### src/rtl/sseq_pkg.sv
package sseq_pkg;

  typedef enum logic [2:0] {
    PH_IDLE     = 3'd0,
    PH_START    = 3'd1,
    PH_SETTLE   = 3'd2,
    PH_PEAKWAIT = 3'd3,
    PH_PEAKDLY  = 3'd4,
    PH_STEADY   = 3'd5
  } phase_e;

  // Linear duty ceiling: top * ticks / span, saturating at top.
  function automatic int unsigned ramp_level(input int unsigned ticks,
                                             input int unsigned span,
                                             input int unsigned top);
    if (span == 0 || ticks >= span) return top;
    return (ticks * top) / span;
  endfunction

  function automatic int unsigned max2(input int unsigned a, input int unsigned b);
    return (a > b) ? a : b;
  endfunction

endpackage

### src/rtl/sseq_tick_timer.sv
module sseq_tick_timer #(
  parameter int unsigned LIMIT = 1000,
  localparam int W = $clog2(LIMIT + 1)
) (
  input  logic         clk,
  input  logic         rst_n,
  input  logic         clr,
  input  logic         run,
  input  logic         tick,
  output logic [W-1:0] cnt
);
  localparam logic [W-1:0] TOP = W'(LIMIT);

  logic at_top;
  assign at_top = (cnt == TOP);

  always_ff @(posedge clk or negedge rst_n) begin
    if (!rst_n)                      cnt <= '0;
    else if (clr)                    cnt <= '0;
    else if (run && tick && !at_top) cnt <= cnt + W'(1);
  end


  timer_hold_chk: assert property (@(posedge clk) disable iff (!rst_n)
    (!tick && !clr) |=> $stable(cnt));


  timer_clear_chk: assert property (@(posedge clk) disable iff (!rst_n)
    clr |=> (cnt == '0));

endmodule

### src/rtl/sseq_duty_ramp.sv
module sseq_duty_ramp #(
  parameter int unsigned RAMP_TICKS = 26000,
  parameter int unsigned DUTY_W     = 10
) (
  input  logic              clk,
  input  logic              rst_n,
  input  logic              clr,
  input  logic              run,
  input  logic              tick,
  output logic [DUTY_W-1:0] duty_limit
);
  localparam int unsigned DUTY_MAX = (1 << DUTY_W) - 1;
  localparam int RW = $clog2(RAMP_TICKS + 1);

  logic [RW-1:0] ramp_cnt;

  sseq_tick_timer #(.LIMIT(RAMP_TICKS)) u_ramp_tmr (
    .clk  (clk),
    .rst_n(rst_n),
    .clr  (clr),
    .run  (run),
    .tick (tick),
    .cnt  (ramp_cnt)
  );

  assign duty_limit = DUTY_W'(sseq_pkg::ramp_level(32'(ramp_cnt), RAMP_TICKS, DUTY_MAX));


  duty_mono_chk: assert property (@(posedge clk) disable iff (!rst_n)
    !$past(clr) |-> (duty_limit >= $past(duty_limit)));

endmodule

### src/rtl/sseq_phase_fsm.sv
module sseq_phase_fsm #(
  parameter int unsigned CCM_TICKS          = 2000,
  parameter int unsigned SS1_MAX_TICKS      = 100000,
  parameter int unsigned SETTLE_TICKS       = 45000,
  parameter int unsigned PEAK_DELAY_TICKS   = 1500,
  parameter int unsigned PEAK_TIMEOUT_TICKS = 20000
) (
  input  logic                  clk,
  input  logic                  rst_n,
  input  logic                  uvlo,
  input  logic                  tick,
  input  logic                  supply_on,
  input  logic                  comp_low,
  input  logic                  peak_strobe,
  output sseq_pkg::phase_e      phase,
  output logic                  ccm_win,
  output logic                  done
);
  import sseq_pkg::*;

  localparam int unsigned PH_LIMIT =
    max2(max2(SS1_MAX_TICKS, SETTLE_TICKS), max2(PEAK_DELAY_TICKS, PEAK_TIMEOUT_TICKS));
  localparam int PW = $clog2(PH_LIMIT + 1);
  localparam logic [PW-1:0] L_CCM    = PW'(CCM_TICKS);
  localparam logic [PW-1:0] L_SS1MAX = PW'(SS1_MAX_TICKS);
  localparam logic [PW-1:0] L_SETTLE = PW'(SETTLE_TICKS);
  localparam logic [PW-1:0] L_PKDLY  = PW'(PEAK_DELAY_TICKS);
  localparam logic [PW-1:0] L_PKTO   = PW'(PEAK_TIMEOUT_TICKS);

  phase_e         phase_q, phase_nxt;
  logic [PW-1:0]  ph_cnt;
  logic           done_q;

  // Named internal events
  logic start_exit_comp, start_exit_cap, settle_over, peak_seen, peak_timeout, delay_over;

  assign start_exit_comp = (phase_q == PH_START)    && comp_low && (ph_cnt >= L_CCM);
  assign start_exit_cap  = (phase_q == PH_START)    && (ph_cnt >= L_SS1MAX);
  assign settle_over     = (phase_q == PH_SETTLE)   && (ph_cnt >= L_SETTLE);
  assign peak_seen       = (phase_q == PH_PEAKWAIT) && peak_strobe;
  assign peak_timeout    = (phase_q == PH_PEAKWAIT) && (ph_cnt >= L_PKTO);
  assign delay_over      = (phase_q == PH_PEAKDLY)  && (ph_cnt >= L_PKDLY);

  always_comb begin
    phase_nxt = phase_q;
    if (uvlo) begin
      phase_nxt = PH_IDLE;
    end else begin
      case (phase_q)
        PH_IDLE:     if (supply_on) phase_nxt = PH_START;
        PH_START:    if (start_exit_comp || start_exit_cap) phase_nxt = PH_SETTLE;
        PH_SETTLE:   if (settle_over) phase_nxt = PH_PEAKWAIT;
        PH_PEAKWAIT: begin
          if (peak_seen)         phase_nxt = PH_PEAKDLY;
          else if (peak_timeout) phase_nxt = PH_STEADY;
        end
        PH_PEAKDLY:  if (delay_over) phase_nxt = PH_STEADY;
        PH_STEADY:   phase_nxt = PH_STEADY;
        default:     phase_nxt = PH_IDLE;
      endcase
    end
  end

  always_ff @(posedge clk or negedge rst_n) begin
    if (!rst_n) begin
      phase_q <= PH_IDLE;
      done_q  <= 1'b0;
    end else begin
      phase_q <= phase_nxt;
      done_q  <= (phase_nxt == PH_STEADY) && (phase_q != PH_STEADY);
    end
  end

  sseq_tick_timer #(.LIMIT(PH_LIMIT)) u_phase_tmr (
    .clk  (clk),
    .rst_n(rst_n),
    .clr  (uvlo || (phase_nxt != phase_q)),
    .run  (phase_q != PH_IDLE),
    .tick (tick),
    .cnt  (ph_cnt)
  );

  assign phase   = phase_q;
  assign ccm_win = (phase_q == PH_START) && (ph_cnt < L_CCM);
  assign done    = done_q;


  uvlo_idle_chk: assert property (@(posedge clk) disable iff (!rst_n)
    uvlo |=> (phase_q == PH_IDLE && ph_cnt == '0));


  ccm_ignore_comp_chk: assert property (@(posedge clk) disable iff (!rst_n)
    (phase_q == PH_START && ph_cnt < L_CCM && !uvlo) |=> (phase_q == PH_START));


  start_cap_chk: assert property (@(posedge clk) disable iff (!rst_n)
    (phase_q == PH_START) |-> (ph_cnt <= L_SS1MAX));


  settle_hold_chk: assert property (@(posedge clk) disable iff (!rst_n)
    (phase_q == PH_SETTLE && ph_cnt < L_SETTLE && !uvlo) |=> (phase_q == PH_SETTLE));


  peak_win_chk: assert property (@(posedge clk) disable iff (!rst_n)
    (phase_q == PH_PEAKWAIT && peak_strobe && !uvlo) |=> (phase_q == PH_PEAKDLY));


  done_single_chk: assert property (@(posedge clk) disable iff (!rst_n)
    done_q |=> !done_q);


  done_entry_chk: assert property (@(posedge clk) disable iff (!rst_n)
    done_q |-> (phase_q == PH_STEADY && $past(phase_q) != PH_STEADY));

endmodule

### src/rtl/soft_start_seq.sv
module soft_start_seq #(
  parameter int unsigned BIAS_TICKS         = 500000,
  parameter int unsigned CCM_TICKS          = 2000,
  parameter int unsigned RAMP_TICKS         = 26000,
  parameter int unsigned SS1_MAX_TICKS      = 100000,
  parameter int unsigned SETTLE_TICKS       = 45000,
  parameter int unsigned PEAK_DELAY_TICKS   = 1500,
  parameter int unsigned PEAK_TIMEOUT_TICKS = 20000,
  parameter int unsigned DUTY_W             = 10
) (
  input  logic              clk,
  input  logic              rst_n,
  input  logic              tick_1us,
  input  logic              supply_on,
  input  logic              uvlo,
  input  logic              comp_low,
  input  logic              peak_strobe,
  output logic              hv_bias_en,
  output logic              ilim_low,
  output logic              freq_low,
  output logic [DUTY_W-1:0] duty_limit,
  output logic              gain_integral,
  output logic [2:0]        phase,
  output logic              done
);
  import sseq_pkg::*;

  localparam int BW = $clog2(BIAS_TICKS + 1);
  localparam logic [BW-1:0] L_BIAS = BW'(BIAS_TICKS);

  phase_e        ph;
  logic          ccm_win;
  logic          in_idle;
  logic          seq_clr;
  logic [BW-1:0] bias_cnt;

  sseq_phase_fsm #(
    .CCM_TICKS         (CCM_TICKS),
    .SS1_MAX_TICKS     (SS1_MAX_TICKS),
    .SETTLE_TICKS      (SETTLE_TICKS),
    .PEAK_DELAY_TICKS  (PEAK_DELAY_TICKS),
    .PEAK_TIMEOUT_TICKS(PEAK_TIMEOUT_TICKS)
  ) u_fsm (
    .clk        (clk),
    .rst_n      (rst_n),
    .uvlo       (uvlo),
    .tick       (tick_1us),
    .supply_on  (supply_on),
    .comp_low   (comp_low),
    .peak_strobe(peak_strobe),
    .phase      (ph),
    .ccm_win    (ccm_win),
    .done       (done)
  );

  assign in_idle = (ph == PH_IDLE);
  assign seq_clr = uvlo || in_idle;

  sseq_tick_timer #(.LIMIT(BIAS_TICKS)) u_bias_tmr (
    .clk  (clk),
    .rst_n(rst_n),
    .clr  (seq_clr),
    .run  (!in_idle),
    .tick (tick_1us),
    .cnt  (bias_cnt)
  );

  sseq_duty_ramp #(.RAMP_TICKS(RAMP_TICKS), .DUTY_W(DUTY_W)) u_ramp (
    .clk       (clk),
    .rst_n     (rst_n),
    .clr       (seq_clr),
    .run       (!in_idle),
    .tick      (tick_1us),
    .duty_limit(duty_limit)
  );

  assign hv_bias_en    = (bias_cnt < L_BIAS);
  assign ilim_low      = ccm_win;
  assign freq_low      = ccm_win;
  assign gain_integral = (ph == PH_STEADY);
  assign phase         = ph;


  bias_fall_chk: assert property (@(posedge clk) disable iff (!rst_n)
    $fell(hv_bias_en) |-> (phase != 3'd0));


  bias_idle_chk: assert property (@(posedge clk) disable iff (!rst_n)
    (phase == 3'd0) |-> hv_bias_en);


  gain_steady_chk: assert property (@(posedge clk) disable iff (!rst_n)
    $rose(gain_integral) |-> ($past(phase) == 3'd3 || $past(phase) == 3'd4));

endmodule

### config.mk
export PLATFORM = sky130hd
export DESIGN_NAME = soft_start_seq
export DESIGN_NICKNAME = d
export VERILOG_FILES = /design/src/rtl/sseq_pkg.sv /design/src/rtl/sseq_tick_timer.sv /design/src/rtl/sseq_duty_ramp.sv /design/src/rtl/sseq_phase_fsm.sv /design/src/rtl/soft_start_seq.sv
export SDC_FILE = /design/constraint.sdc
export NUM_CORES = 1
export LEC_CHECK = 0
export ABC_AREA = 1
export ABC_CLOCK_PERIOD_IN_PS = 19400
export BUFFER_PORTS_ARGS = -buffer_cell sky130_fd_sc_hd__buf_4
export CORE_MARGIN = 5
export CORE_UTILIZATION = 65
export CTS_CLUSTER_SIZE = 20
export DETAILED_ROUTE_END_ITERATION = 8
export PLACE_DENSITY = 0.93
export SKIP_LAST_GASP = 1
export SLEW_MARGIN = 20
export SYNTH_ARGS = -nofsm -noshare
export SYNTH_HDL_FRONTEND = slang
export SYNTH_SLANG_ARGS = --single-unit
### constraint.sdc
create_clock -name clk -period 19.4 [get_ports clk]
set_clock_uncertainty 0.05 [all_clocks]
set_input_delay 0.97 -clock clk [delete_from_list [all_inputs] [get_ports clk]]
set_output_delay 0.97 -clock clk [all_outputs]
set_load 0.02 [all_outputs]
# Word-level counts from Yosys, hierarchy flattened
# Cells that the tools add are included.
# totals
ff_bits,55
out_inout_bits,18
elab_cells,72
# classes
n_addsub,3
mul,1
n_div,1
magnitude_cmp,8
eq_ne,11
muxes,17
reduce_logical,26
# ops
operator,n
$mux W19,2
$ge A17 B11 Y1 const B,2
$mux W17,2
$div A25 B15 Y32 const B,1
$mux W15,2
$mul A15 B10 Y25 const B,1
$mux W3,7
$mux W10,2
$add A19 B1 Y19 const B,1
$eq A19 B19 Y1 const B,1
$lt A19 B19 Y1 const B,1
$pmux W3 S6,1
$add A17 B1 Y17 const B,1
$eq A17 B17 Y1 const B,1
$ge A17 B15 Y1 const B,1
$ge A17 B16 Y1 const B,1
$ge A17 B17 Y1 const B,1
$lt A17 B11 Y1 const B,1
$add A15 B1 Y15 const B,1
$eq A15 B15 Y1 const B,1
$ge A15 B15 Y1 const B,1
$logic_and A1 B1 Y1,14
$eq A3 B3 Y1 const B,3
$eq A3 B2 Y1 const B,2
other kinds (9),16

# Logic depth before layout (Yosys ltp)
# depth
ltp_word,10
mapped_depth,107
depth_no_buf,104

# Cells and area by module
# A second synthesis with hierarchy kept.
# hier_totals
hier_cells,2141
hier_area_um2,13680.6
# by_module_without_submodules
mod,n_inst,cells_per_inst,area_each_um2,seq_area_each_um2
sseq_duty_ramp,1,1472,9406.5,0.0
sseq_tick_timer at u_bias_tmr,1,193,1333.8,475.5
sseq_tick_timer at u_fsm.u_phase_tmr,1,192,1218.7,425.4
sseq_tick_timer at u_ramp.u_ramp_tmr,1,149,1012.2,375.4
sseq_phase_fsm,1,105,584.3,100.1
soft_start_seq,1,30,125.1,0.0

# Least setup slack after synthesis
# OpenSTA, ideal clock, no wires.
# synth_timing
path_type,flip-flop to output port
start,reg u_ramp.u_ramp_tmr.cnt[6]
end,out duty_limit[0]
arrival_ns,11.586
path_slack_ns,6.794
path_stages_with_launch,91
path_cell_list,dfrtp_1 -> fa_1 -> fa_1 -> inv_1 -> fa_1 -> inv_1 -> fa_1 -> inv_1 -> fa_1 -> inv_1 -> ha_1 -> nand2_1 -> nor2_1 -> inv_1 -> nor3_1 -> nand2_1 -> nand3b_1 -> nand2_2 -> (+55 left out) -> nor2_2 -> nor2_4 -> nand2_4 -> buf_6 -> nand3_2 -> nand2_1 -> nor2_2 -> inv_1 -> nor2_2 -> nand2_2 -> nand2_4 -> buf_6 -> nand2_2 -> xnor2_1 -> nand3_1 -> nand2_1 -> clkinv_1 -> nand2_1
# synth_via
elab_chain_len,3
elab_cells_between_ends,6
classes_between,1 x mul; 1 x div; 1 x order compare; 3 x mux
# synth_lines
element,line_no,rtl
from (decl),sseq_tick_timer.sv:10,output logic [W-1:0] cnt
from (signal assigned),sseq_tick_timer.sv:20,else if (run && tick && !at_top) cnt <= cnt + W'(1);
$mul A15 B10 Y25 / $ge A15 B15 Y1 (equally long branches),"sseq_pkg.sv:17, sseq_pkg.sv:16",
"$div A25 B15 Y32, or another cell as far along",sseq_pkg.sv:17,return (ticks * top) / span;
$mux W10 *,sseq_pkg.sv:17,
to (decl),soft_start_seq.sv:21,"output logic [DUTY_W-1:0] duty_limit,"
# Every way passes the cells marked *; elsewhere a longest branch is shown, timed or not.

# Worst setup path in the final report
# layout_timing
start,reg u_ramp.u_ramp_tmr.cnt[9]
end,out duty_limit[0]
# Same word-level chain as after synthesis.

==> results.json <==
{
  "crit_required_ps": 18380,
  "critical_path.most_common_cell": "nand2_1",
  "holdWs_ps": 464,
  "syn_nets": 2022,
  "die_h_um": 147,
  "drive_gt1_share_pct": 16.2,
  "detail_route.vias_per_cell": 5.55,
  "place_hpwl_um": 24000,
  "avgSynthCellArea_um2": 6.61,
  "drt-initial-drc-count": 892,
  "fp.coreArea_mm2": 0.0186,
  "p_switching_mw": 0.0609,
  "synth.yosys.seq_area_share_pct": 11.2,
  "slowest_stage": "fa_1",
  "regArea_mm2": 0.00138,
  "power_density_mw_per_mm2": 18.1,
  "post-route-util_pct": 68.5,
  "leakagePower_nw": 7.33,
  "grt_max_degree": 56,
  "cts_tree": "yes",
  "post-route-period-util_pct": 79.1,
  "grt_overflow_total": 0,
  "fin_cells": 2110,
  "grt_pass1_wl_um": 49600,
  "maxSlewHeadroom_pct": 41.9,
  "synth_top_area_share_pct": 14.5,
  "antenna_found_initial": 0,
  "die_x_um": 147,
  "diodes": 0,
  "ys_top_cells_by_area": "nand2_1, fa_1, dfrtp_1, inv_1, ha_1",
  "synth_flop_cell": "dfrtp_1",
  "gp_congestion": 0.952,
  "place_ws_ps": 4580,
  "cap_viol_max_count": 0,
  "synth_cell_type_count": 56,
  "rsz0062_at_grt": "false",
  "arrival_ps": 14330,
  "cts_hold_repair.buffers": 0,
  "ioPinCount": 25,
  "ant_nets": 0,
  "setup_tns_ps": 0,
  "dieArea_mm2": 0.0217,
  "clk_pin_slew_worst_paths_ps": 70,
  "fillerInstances": 1480,
  "rows": 50,
  "worst_slack_ps": 4050,
  "finalSetupViolCount": 0,
  "cts.sinks": 55,
  "fin_nets": 2043,
  "yosys.area.top_type": "nand2_1",
  "startpoint_type": "flip-flop",
  "wl_per_cell_um": 13.4,
  "cts_resized": 0,
  "grtUsageTotal_pct": 26.3,
  "drc_errors": 0,
  "synth.cell_area_mm2": 0.0123,
  "max_freq_mhz": 65.2,
  "via_count": 11700,
  "synth_seq_cells": 55,
  "drv_slew": 0,
  "dp.cells": 2102,
  "cts_buffers": 5,
  "status": "finished, final reports clean",
  "hold_violations": 0,
  "cp_max_fo": 14,
  "routed_wl_um": 28300,
  "start_util_pct": 65.7,
  "cts.htree.levels": 2,
  "synth_edf_count": 0,
  "p_seq_share_pct": 49.9,
  "multi_input_comb_area_mm2": 0.00943,
  "post_cts_buffers": 0,
  "grt_pass1_vias": 11200,
  "clkPwrFrac_pct": 38.9,
  "worstMarginPinSlew_ps": 872,
  "cts_root_buffer": "clkbuf_16",
  "finalCriticalPeriod_ps": 15350,
  "postSynthCellCount": 1854,
  "critPathMaxStageDelay_ps": 700,
  "syn2layout_area_growth_pct": 4.20,
  "intPower_mw": 0.171,
  "synth_warnings": 0,
  "peakVddDrop_v": 0.0000349,
  "portBuffers": 24,
  "power_frac_comb_pct": 11.2,
  "hold_class": "flip-flop to flip-flop",
  "clkLatencyLatePin_ps": 290,
  "async_reset_ff_share_pct": 100,
  "path_class": "flip-flop to output pin",
  "setup.worst_path.end_class": "output pin",
  "firstDrtPassIters": 7,
  "switching_share_pct": 26.3,
  "clockBufferDepth": 2
}
-- routing by layer --
| layer | vias up | global-route usage [%] | share of wire [%] |
|---|---|---|---|
| met5 | - | 0 | 0 |
| met4 | 0 | 6.15 | 2.3 |
| met3 | 61 | 2.22 | 5.0 |
| met2 | 371 | 47.8 | 50 |
| met1 | 5436 | 34.0 | 43 |
| li1 | 5840 | - | - |
-- kinds of logic (layout without fill, tap and decap cells) --
| kind of cell | after synthesis | after routing | synth area share (%) |
|---|---|---|---|
| adder cells (fa/ha/maj) | 161 | 161 | 21.1 |
| flip-flops | 55 | 55 | 11.2 |
| XOR/XNOR | 47 | 47 | 3.36 |
| AND/OR/NAND/NOR | 1082 | 1082 | 45.3 |
| AO/OA/AOI/OAI | 145 | 145 | 7.25 |
| buffers and inverters | 364 | 386 | 11.8 |
-- worst max-delay path: cells and delay by family, from the launching register on --
kind | cells | cell delay, ps
compound gates | 5 | 1690
xor+xnor | 1 | 190
fa+ha+maj | 6 | 3230
buf+inv | 8 | 990
flops | 1 | 590
simple gates | 65 | 7350
-- cell usage after synthesis, types with 23 or more instances --
cell	n
nand3_1	167
nand4_1	29
nor2_1	125
dfrtp_1	55
nand2_4	45
nor2_2	32
fa_1	76
a21oi_1	59
xor2_1	35
nor3_1	32
nand2_1	473
o21ai_0	38
inv_1	313
nand2_2	109
inv_2	23
ha_1	85
-- power by group through the flow --
stage                     Clock, mW  Sequential (mW)  Combinational [mW]
after floorplan                   0            0.118              0.0171
after CTS                    0.0895            0.115              0.0259
after global routing         0.0951            0.115              0.0289
after detailed placement          0            0.118              0.0257
after global placement            0            0.118              0.0250
final                        0.0901            0.115              0.0259
-- registers in the layout (all words and copies together), names as in the netlist --
signal / cells
u_bias_tmr.cnt: 19
u_fsm.done: 1
u_fsm.phase: 3
u_fsm.u_phase_tmr.cnt: 17
u_ramp.u_ramp_tmr.cnt: 15
-- layout by cell type (no fill, tap or decap), types with 16 or more instances in the layout --
| cell | Yosys | final |
|---|---|---|
| nand2_2 | 109 | 109 |
| nor2_1 | 125 | 125 |
| nor2_2 | 32 | 32 |
| nand4_1 | 29 | 29 |
| inv_1 | 313 | 313 |
| nor3_1 | 32 | 32 |
| a21oi_1 | 59 | 59 |
| inv_2 | 23 | 23 |
| xor2_1 | 35 | 35 |
| o21ai_0 | 38 | 38 |
| nand3_1 | 167 | 167 |
| nand2_1 | 473 | 473 |
| buf_4 | 1 | 25 |
| dfrtp_1 | 55 | 55 |
| nand3b_1 | 16 | 16 |
| nand2_4 | 45 | 45 |
| ha_1 | 85 | 85 |
| fa_1 | 76 | 76 |
-- metrics by stage --
step / instance area (um^2) / power, mW
after floorplan: 12300 / 0.135
after global placement: 12600 / 0.143
after detailed placement: 12600 / 0.143
after CTS: 12800 / 0.231
after global routing: 12800 / 0.239
final: 12800 / 0.231
-- layout make-up --
type	instances	share of cell area [%]
inverter	353	10.5
tap	234	2.29
clock inverter	3	0.157
timing repair buffer	25	1.47
clock buffer	5	0.980
sequential	55	10.8
multi-input combinational	1435	73.9
-- worst paths after layout --
check | from | to | slack, ps | cells after the start
worst min-delay path | u_bias_tmr.cnt[9] | u_bias_tmr.cnt[9] | 460 | 1
worst min register to register | u_bias_tmr.cnt[9] | u_bias_tmr.cnt[9] | 460 | 1
min in group asynchronous | rst_n | u_bias_tmr.cnt[16] | 660 | 1
max in group asynchronous | rst_n | u_ramp.u_ramp_tmr.cnt[8] | 18180 | 1
worst max register to register | u_fsm.u_phase_tmr.cnt[12] | u_fsm.u_phase_tmr.cnt[13] | 16110 | 15
worst max-delay path | u_ramp.u_ramp_tmr.cnt[9] | duty_limit[0] | 4050 | 85
Note: power is estimated with default switching activity, not from simulation.
